===== src/rtl/lmd_pkg.sv =====
// Shared types for the link mode detector.
package lmd_pkg;
    typedef enum logic [1:0] {
        ST_SETTLE = 2'd0,
        ST_HI     = 2'd1,
        ST_LO     = 2'd2,
        ST_DONE   = 2'd3
    } lmd_state_e;
endpackage


===== src/rtl/lmd_tick.sv =====
// Microsecond tick prescaler.
// Emits a one-cycle pulse every `div` clock cycles.
// Assumes div is held steady outside reset; a div of 0 is treated as 1.
module lmd_tick #(
    parameter int DIV_W = 8
) (
    input  logic             clk,
    input  logic             rst_n,
    input  logic [DIV_W-1:0] div,
    output logic             tick
);
    logic [DIV_W-1:0] cnt;
    logic [DIV_W-1:0] last;

    // Terminal count of the divider; 0 and 1 both mean every cycle.
    assign last = (div == '0) ? '0 : div - 1'b1;

    // Free-running divider producing the registered tick pulse.
    always_ff @(posedge clk) begin
        if (!rst_n) begin
            cnt  <= '0;
            tick <= 1'b0;
        end else if (cnt >= last) begin
            cnt  <= '0;
            tick <= 1'b1;
        end else begin
            cnt  <= cnt + 1'b1;
            tick <= 1'b0;
        end
    end

    // Two ticks are never adjacent unless the ratio is one.
    p_tick_gap_r9: assert property (@(posedge clk) disable iff (!rst_n)
        (tick && last != '0) |=> !tick);
endmodule


===== src/rtl/lmd_sync.sv =====
// Two-stage synchroniser for the asynchronous keyboard data input.
// Resets to 0, so the input counts as not yet released.
module lmd_sync (
    input  logic clk,
    input  logic rst_n,
    input  logic din,
    output logic dout
);
    logic s1;

    // Double-register the line into the clock domain.
    always_ff @(posedge clk) begin
        if (!rst_n) begin
            s1   <= 1'b0;
            dout <= 1'b0;
        end else begin
            s1   <= din;
            dout <= s1;
        end
    end
endmodule


===== src/rtl/lmd_fsm.sv =====
// Probe sequencer and decision logic.
// Waits for a settled high input, drives high/low probe phases, and decides
// the link mode from a loop sample or from the timeout.
// Assumes din_s is already synchronised and tick is a one-cycle pulse.
module lmd_fsm
    import lmd_pkg::*;
#(
    parameter int START_US = 1000,
    parameter int HI_US    = 220,
    parameter int LO_US    = 220,
    parameter int TMO_US   = 64000
) (
    input  logic clk,
    input  logic rst_n,
    input  logic tick,
    input  logic din_s,
    output logic probe_out,
    output logic done,
    output logic mode_dual
);
    localparam int MX1 = (START_US > HI_US) ? START_US : HI_US;
    localparam int MX  = (MX1 > LO_US) ? MX1 : LO_US;
    localparam int CW  = $clog2(MX + 1);
    localparam int TW  = $clog2(TMO_US + 1);

    lmd_state_e    state;
    logic [CW-1:0] cnt;
    logic [TW-1:0] tmo;
    logic          mode_q;
    logic          tmo_last;

    // The current tick is the last one before the timeout.
    assign tmo_last = (tmo == TW'(TMO_US - 1));

    // Phase sequencing, interval counting and the mode decision.
    always_ff @(posedge clk) begin
        if (!rst_n) begin
            state  <= ST_SETTLE;
            cnt    <= '0;
            tmo    <= '0;
            mode_q <= 1'b0;
        end else begin
            case (state)
                ST_SETTLE: begin
                    if (!din_s) begin
                        cnt <= '0;
                    end else if (tick) begin
                        if (cnt == CW'(START_US - 1)) begin
                            state <= ST_HI;
                            cnt   <= '0;
                            tmo   <= '0;
                        end else begin
                            cnt <= cnt + 1'b1;
                        end
                    end
                end
                ST_HI: begin
                    if (tick) begin
                        tmo <= tmo + 1'b1;
                        if (tmo_last) begin
                            state <= ST_DONE;
                        end else if (cnt == CW'(HI_US - 1)) begin
                            state <= ST_LO;
                            cnt   <= '0;
                        end else begin
                            cnt <= cnt + 1'b1;
                        end
                    end
                end
                ST_LO: begin
                    if (tick) begin
                        tmo <= tmo + 1'b1;
                        if (!din_s) begin
                            state  <= ST_DONE;
                            mode_q <= 1'b1;
                        end else if (tmo_last) begin
                            state <= ST_DONE;
                        end else if (cnt == CW'(LO_US - 1)) begin
                            state <= ST_HI;
                            cnt   <= '0;
                        end else begin
                            cnt <= cnt + 1'b1;
                        end
                    end
                end
                default: ;
            endcase
        end
    end

    assign probe_out = (state != ST_LO);
    assign done      = (state == ST_DONE);
    assign mode_dual = mode_q;

    // The decision is sticky until reset.
    p_done_hold_r8: assert property (@(posedge clk) disable iff (!rst_n)
        done |=> (done && $stable(mode_dual)));
    // The probe is released once decided.
    p_probe_idle_r8: assert property (@(posedge clk) disable iff (!rst_n)
        done |-> probe_out);
    // No mode claim without a decision.
    p_mode_needs_done_r1: assert property (@(posedge clk) disable iff (!rst_n)
        mode_dual |-> done);
    // The dual-device result is only taken after a low sample.
    p_dual_from_low_r5: assert property (@(posedge clk) disable iff (!rst_n)
        $rose(mode_dual) |-> !$past(din_s));
    // Phase changes follow the prescaled tick.
    p_fall_on_tick_r3: assert property (@(posedge clk) disable iff (!rst_n)
        $fell(probe_out) |-> $past(tick));
    // The timeout counter never passes its limit while undecided.
    p_tmo_bound_r6: assert property (@(posedge clk) disable iff (!rst_n)
        !done |-> (tmo < TW'(TMO_US)));
endmodule


===== src/rtl/link_mode_detect.sv =====
// Top of the reset-time link mode detector.
// Connects the prescaler, the input synchroniser and the probe sequencer.
// Assumes clk_per_us is set for the clock frequency and held while running.
module link_mode_detect #(
    parameter int DIV_W    = 8,
    parameter int START_US = 1000,
    parameter int HI_US    = 220,
    parameter int LO_US    = 220,
    parameter int TMO_US   = 64000
) (
    input  logic             clk,
    input  logic             rst_n,
    input  logic [DIV_W-1:0] clk_per_us,
    input  logic             kbd_din,
    output logic             probe_out,
    output logic             mode_dual,
    output logic             done
);
    logic tick;
    logic din_s;

    lmd_tick #(.DIV_W(DIV_W)) u_tick (
        .clk   (clk),
        .rst_n (rst_n),
        .div   (clk_per_us),
        .tick  (tick)
    );

    lmd_sync u_sync (
        .clk   (clk),
        .rst_n (rst_n),
        .din   (kbd_din),
        .dout  (din_s)
    );

    lmd_fsm #(
        .START_US (START_US),
        .HI_US    (HI_US),
        .LO_US    (LO_US),
        .TMO_US   (TMO_US)
    ) u_fsm (
        .clk       (clk),
        .rst_n     (rst_n),
        .tick      (tick),
        .din_s     (din_s),
        .probe_out (probe_out),
        .done      (done),
        .mode_dual (mode_dual)
    );
endmodule


===== config.mk =====
export PLATFORM = sky130hd
export DESIGN_NAME = link_mode_detect
export DESIGN_NICKNAME = d
export VERILOG_FILES = /design/src/rtl/lmd_pkg.sv /design/src/rtl/lmd_tick.sv /design/src/rtl/lmd_sync.sv /design/src/rtl/lmd_fsm.sv /design/src/rtl/link_mode_detect.sv
export SDC_FILE = /design/constraint.sdc
export NUM_CORES = 1
export LEC_CHECK = 0
export ABC_AREA = 1
export BUFFER_PORTS_ARGS = -buffer_cell sky130_fd_sc_hd__buf_2
export CAP_MARGIN = 10
export CORE_UTILIZATION = 55
export CTS_CLUSTER_DIAMETER = 30
export CTS_CLUSTER_SIZE = 25
export DETAILED_ROUTE_END_ITERATION = 12
export PLACE_DENSITY_LB_ADDON = 0.25
export SYNTH_ARGS = -nofsm -noshare
export SYNTH_HDL_FRONTEND = slang
export SYNTH_SLANG_ARGS = --single-unit

===== constraint.sdc =====
create_clock -name clk -period 2.3 [get_ports clk]
set_input_delay 0.46 -clock clk [delete_from_list [all_inputs] [get_ports clk]]
set_output_delay 0.46 -clock clk [all_outputs]
set_load 0.03 [all_outputs]

# [Word level (Yosys, flattened, before mapping)]
# Cells that the tools add are included.
[word_totals] ff_bits=40 wordCells=69 out_inout_bits=3
[op_classes] add_sub_neg=4 n_reduce_logical=10 n_bitwise=2 eq_ne=17 mux=27 magnitude_cmp=1
[ops] operator="$mux 10" count=8
[ops] operator="$mux 16" count=4
[ops] operator="$pmux 16 s2" count=1
[ops] operator="$pmux 10 s3" count=1
[ops] operator="$mux 2" count=10
[ops] operator="$add 16x1->16 const B" count=1
[ops] operator="$eq 16x16->1 const B" count=1
[ops] operator="$ne 2x2->1 const B" count=6
[ops] operator="$add 10x1->10 const B" count=1
[ops] operator="$eq 10x10->1 const B" count=1
[ops] operator="$eq 10x8->1 const B" count=1
[ops] operator="$reduce_and 5->1" count=2
[ops] operator="$add 8x1->8 const B" count=1
[ops] operator="$ge 8x8->1" count=1
[ops] operator="$logic_not 8->1" count=1
[ops] operator="$mux 8" count=1
[ops] operator="$reduce_and 8->1" count=1
[ops] operator="$sub 8x1->8 const B" count=1
[ops] operator="$pmux 2 s3" count=1
[ops] operator="$eq 2x2->1 const B" count=2
[ops] operator="$ne 2x1->1 const B" count=2
[ops] operator="$ne 4x2->1 const B" count=1
[ops] operator="$reduce_or 2->1" count=2
[ops] operator="$ne 3x1->1 const B" count=1
[ops] operator="8 further kinds" count=9

# [Longest topological paths before layout]
[logic_depth] ltp_word=6 depth_mapped=13 depth_no_buf=13

# [Hierarchy]
# A second synthesis with hierarchy kept.
[hier_totals] cells_unflattened=453 area_unflattened_um2=2842.7
[by_module_without_submodules] mod="lmd_fsm" area_per_inst_um2=2047.0 cells_per_inst=337 instances=1
[by_module_without_submodules] mod="lmd_tick" area_per_inst_um2=740.7 cells_per_inst=110 instances=1
[by_module_without_submodules] mod="lmd_sync" area_per_inst_um2=55.1 cells_per_inst=6 instances=1

# [Worst setup path after synthesis]
# OpenSTA, ideal clock, no wires.
[synth_path] path_type="in2reg" startpoint="input port clk_per_us[0]" endpoint="register u_tick.cnt[0]" path_slack_ns=0.014 required_time_ns=2.229 cell_stages=12 arrival_time_ns=2.215 n_path_buf=0 setup_time_ns=0.071 cell_sequence="inv_1 ha_1 nand2_1 nor2_1 nand3_1 nand3_1 ha_1 a21oi_1 nor2_1 a211oi_1 nand4_1 nor2_1"
[synth_via] elab_chain_len=4 word_cells_on_any_way=5 cone_classes="add/sub (1); order compare (1); mux (1); reduce/logical (2)"
[synth_lines] element="start, declared" line_no="link_mode_detect.sv:13" rtl="input logic [DIV_W-1:0] clk_per_us,"
[synth_lines] element="$sub 8x1->8 / $logic_not 8->1 (equally long branches)" line_no="lmd_tick.sv:16" rtl="assign last = (div == '0) ? '0 : div - 1'b1;"
[synth_lines] element="$mux 8 *" line_no="lmd_tick.sv:16"
[synth_lines] element="$ge 8x8->1 *" line_no="lmd_tick.sv:23" rtl="end else if (cnt >= last) begin"
[synth_lines] element="$reduce_or 2->1 (no line) *"
[synth_lines] element="end signal, assigned" line_no="lmd_tick.sv:27" rtl="cnt <= cnt + 1'b1;"
[synth_lines] element="end, declared" line_no="lmd_tick.sv:12" rtl="logic [DIV_W-1:0] cnt;"
# Mark *: on every way between the ends. The rest lies on a longest branch, timed or not.
# A chain may end at the register's enable or synchronous reset.

# [Worst setup path in the final report]
[layout_path] startpoint="input port clk_per_us[0]" endpoint="register u_tick.cnt[2]"
# Same word-level chain as after synthesis.

==> flow_metrics.env <==
export IMPL_end_kind="flop"
export IMPL_root_buffer="clkbuf_8"
export IMPL_fin_area_um2=2990
export IMPL_yosysTopAreaCell="dfxtp_1"
export IMPL_initial_core_util=0.575
export IMPL_syn_nets=455
export IMPL_antenna_found_initial=0
export IMPL_synth_top_family_by_area="simple AND/OR/NAND/NOR gates"
export IMPL_drive_above_1_share=0.115
export IMPL_status="finished clean"
export IMPL_io_pins=14
export IMPL_fin_cells=518
export IMPL_path_class="primary input to flop"
export IMPL_maxSlewViolCount=0
export IMPL_final_setup_skew_ns=0.00280
export IMPL_grt_pass1_wl_um=9910
export IMPL_synth_area_per_cell_um2=6.34
export IMPL_maxSlewHeadroom=0.712
export IMPL_start_kind="primary input"
export IMPL_maxCapViolCount=0
export IMPL_die_height_um=72.2
export IMPL_routed_wl_um=5870
export IMPL_synthAdderAreaFrac=0.0738
export IMPL_antenna_cells=0
export IMPL_cts_resized=0
export IMPL_wire_per_inst_um=11.3
export IMPL_crit_required_ns=2.54
export IMPL_remaining_drc_errors=0
export IMPL_syn_inst=428
export IMPL_synth_simple_area_share=0.417
export IMPL_vias=2662
export IMPL_grt_pass1_vias=2309
export IMPL_drtIter0Drc=153
export IMPL_yosysUniqueCellTypes=34
export IMPL_place_area_um2=2890
export IMPL_nNetsFinal=477
export IMPL_synth_top_area_frac=0.295
export IMPL_period_needed_ns=2.11
export IMPL_powerDensity_nw_per_um2=439
export IMPL_htree_levels=2
export IMPL_crit_fanout=8
export IMPL_ys_ff_latch=40
export IMPL_cts_made_buffers=5
export IMPL_finalCritPeriodShare=0.915
export IMPL_clkSinkCount=40
export IMPL_core_area_um2=4720
export IMPL_crit_path_cell_trace="buf_2, inv_1, ha_1, nand2_1, nor2_2, nand3_2, nand3_1, ha_1, a21oi_1, nor2_1, a211oi_2, nand4_1, buf_4, nor2_1"
export IMPL_clk_path_buf_depth=2
export IMPL_synth_area_um2=2710
export IMPL_dp_cells=510
export IMPL_fill_cells=439
export IMPL_crit_slowest_cell="ha_1"
export IMPL_dieArea_um2=5220
export IMPL_routed_via_density=5.14
export IMPL_worstPathArrival_ns=2.34
export IMPL_die_w_um=72.2
export IMPL_synth_seq_area_share=0.295
export IMPL_ir_worst_vdd_mv=0.239
export IMPL_grt_overflow=0
export IMPL_rsz0062_at_grt="no"
export IMPL_hpwl_um=4380
export IMPL_clock_fmax_mhz=475
export IMPL_ant_nets=0
export IMPL_synth_xor_area_share=0.0258
export IMPL_leakage_nw=1.40
export IMPL_cts_tree="yes"
export IMPL_grt_usage=0.238
export IMPL_ys_top_cells_by_area="dfxtp_1 (30%), nand2_1 (15%), nor2_1 (9.0%)"
export IMPL_syn_to_final_growth_pct=10.3
export IMPL_worstMarginPinSlew_ns=0.429
export IMPL_final_util=0.634
export IMPL_hold_violations=0
export IMPL_post_cts_buffers=0
export IMPL_grt_max_degree=18
export IMPL_ys_warn_count=0
export IMPL_synth_compound_area_frac=0.0862
export IMPL_gp_congestion=0.944
export IMPL_cts_hold_buf=0
export IMPL_synth_mux_area_frac=0
export IMPL_drtPass1Iterations=4
export IMPL_clk_latency_ns=0.30
export IMPL_hp_class="primary input to flop"
export IMPL_io_buffers=13
export IMPL_slowest_delay_ns=0.24
export IMPL_cts_clk_slew_worst_paths_ns=0.08
export IMPL_rows=25
export IMPL_setup_viol=0
## report_power, final
part           leakage [nW]  switching (mW)  internal, mW
registers             0.323         0.00810         0.700
clock network        0.0510           0.254         0.240
logic                  1.03          0.0667        0.0448
## synth_stat cells
master and instances:
o21ai_0 12, or2_1 2, nor3b_1 2, a21oi_1 20
nand2_4 1, or2_2 4, nor2_2 2, buf_6 2
nand3b_1 1, clkbuf_1 3, nor2_4 2, inv_1 61
and2_1 1, ha_1 16, a31oi_1 2, nor2_1 65
nand3_2 3, xor2_1 6, nand2_1 110, xnor2_1 2
dfxtp_1 40, nand2_2 3, o21bai_1 4, o21a_1 1
nand3_1 32, a21boi_0 1, o21ai_2 1, buf_2 2
a211oi_1 1, nor3_1 6, nor4_1 1, nand4_1 17
nor3_2 1, clkinv_2 1
## final cells by class
class	count	area [um2]	share of cell area
tap	67	83.8	0.0280
sequential	40	801	0.267
clock buffer	6	82.6	0.0276
multi-input combinational	319	1650	0.551
timing repair buffer	22	133	0.0443
clock inverter	2	10.0	0.00334
inverter	62	234	0.0781
## routing by layer
metal / part of all wire / GRT usage / up-vias
li1: - / - / 1410
met1: 0.51 / 0.327 / 1185
met2: 0.44 / 0.374 / 60
met3: 0.040 / 0.0444 / 7
met4: 0.014 / 0.0850 / 0
met5: 0 / 0 / -
## logic make-up (layout without fill, tap and decap cells)
family / Yosys count / after routing
XOR/XNOR: 8 / 8
flip-flops: 40 / 40
buffers and inverters: 69 / 92
AO/OA/AOI/OAI: 42 / 42
adder cells (fa/ha/maj): 16 / 16
AND/OR/NAND/NOR: 253 / 253
## worst max-delay path: cells and delay by family
family                     cells  cell delay, ns
AOI/OAI and AO/OA              2            0.35
adders and majority gates      2            0.42
buffers and inverters          3            0.37
and+or+nand+nor                7            0.73
## cells in the final DEF (no fill, tap or decap), types with 6 or more instances in the layout
cell type / synthesis / final
buf_4: 0 / 9
a21oi_1: 20 / 20
xor2_1: 6 / 6
buf_2: 2 / 13
nor2_1: 65 / 63
o21ai_0: 12 / 12
nand2_1: 110 / 110
nand3_1: 32 / 31
nand4_1: 17 / 17
nor3_1: 6 / 6
inv_1: 61 / 61
dfxtp_1: 40 / 40
clkbuf_8: 0 / 6
ha_1: 16 / 16
## final timing paths
| kind | start | endpoint | slack (ns) | depth (start not counted) |
|---|---|---|---|---|
| worst max register to register | u_fsm.state[0] | u_fsm.tmo[9] | 0.45 | 11 |
| worst min register to register | u_sync.s1 | u_sync.dout | 0.43 | 2 |
| worst max-delay path | clk_per_us[0] | u_tick.cnt[2] | 0.19 | 14 |
| worst min-delay path | kbd_din | u_sync.s1 | 0.36 | 3 |
## metrics by stage
step | TNS, ns | hold slack, ns | worst slack [ns] | power [mW]
floorplan | 0 | 0.390 | 0.0137 | 0.799
global placement | -0.260 | 0.401 | -0.0350 | 0.832
detailed placement | -1.87 | 0.416 | -0.234 | 0.835
CTS | 0 | 0.351 | 0.0798 | 1.32
global route | 0 | 0.364 | 0.00902 | 1.37
finish | 0 | 0.357 | 0.195 | 1.31
## state kept, by name (all words and copies together), names as in the netlist
| name | count |
|---|---|
| u_fsm.state | 2 |
| u_tick.tick | 1 |
| u_fsm.cnt | 10 |
| u_sync.dout | 1 |
| u_fsm.mode_dual | 1 |
| u_tick.cnt | 8 |
| u_fsm.tmo | 16 |
| u_sync.s1 | 1 |
(Power assumes the default switching activity.)
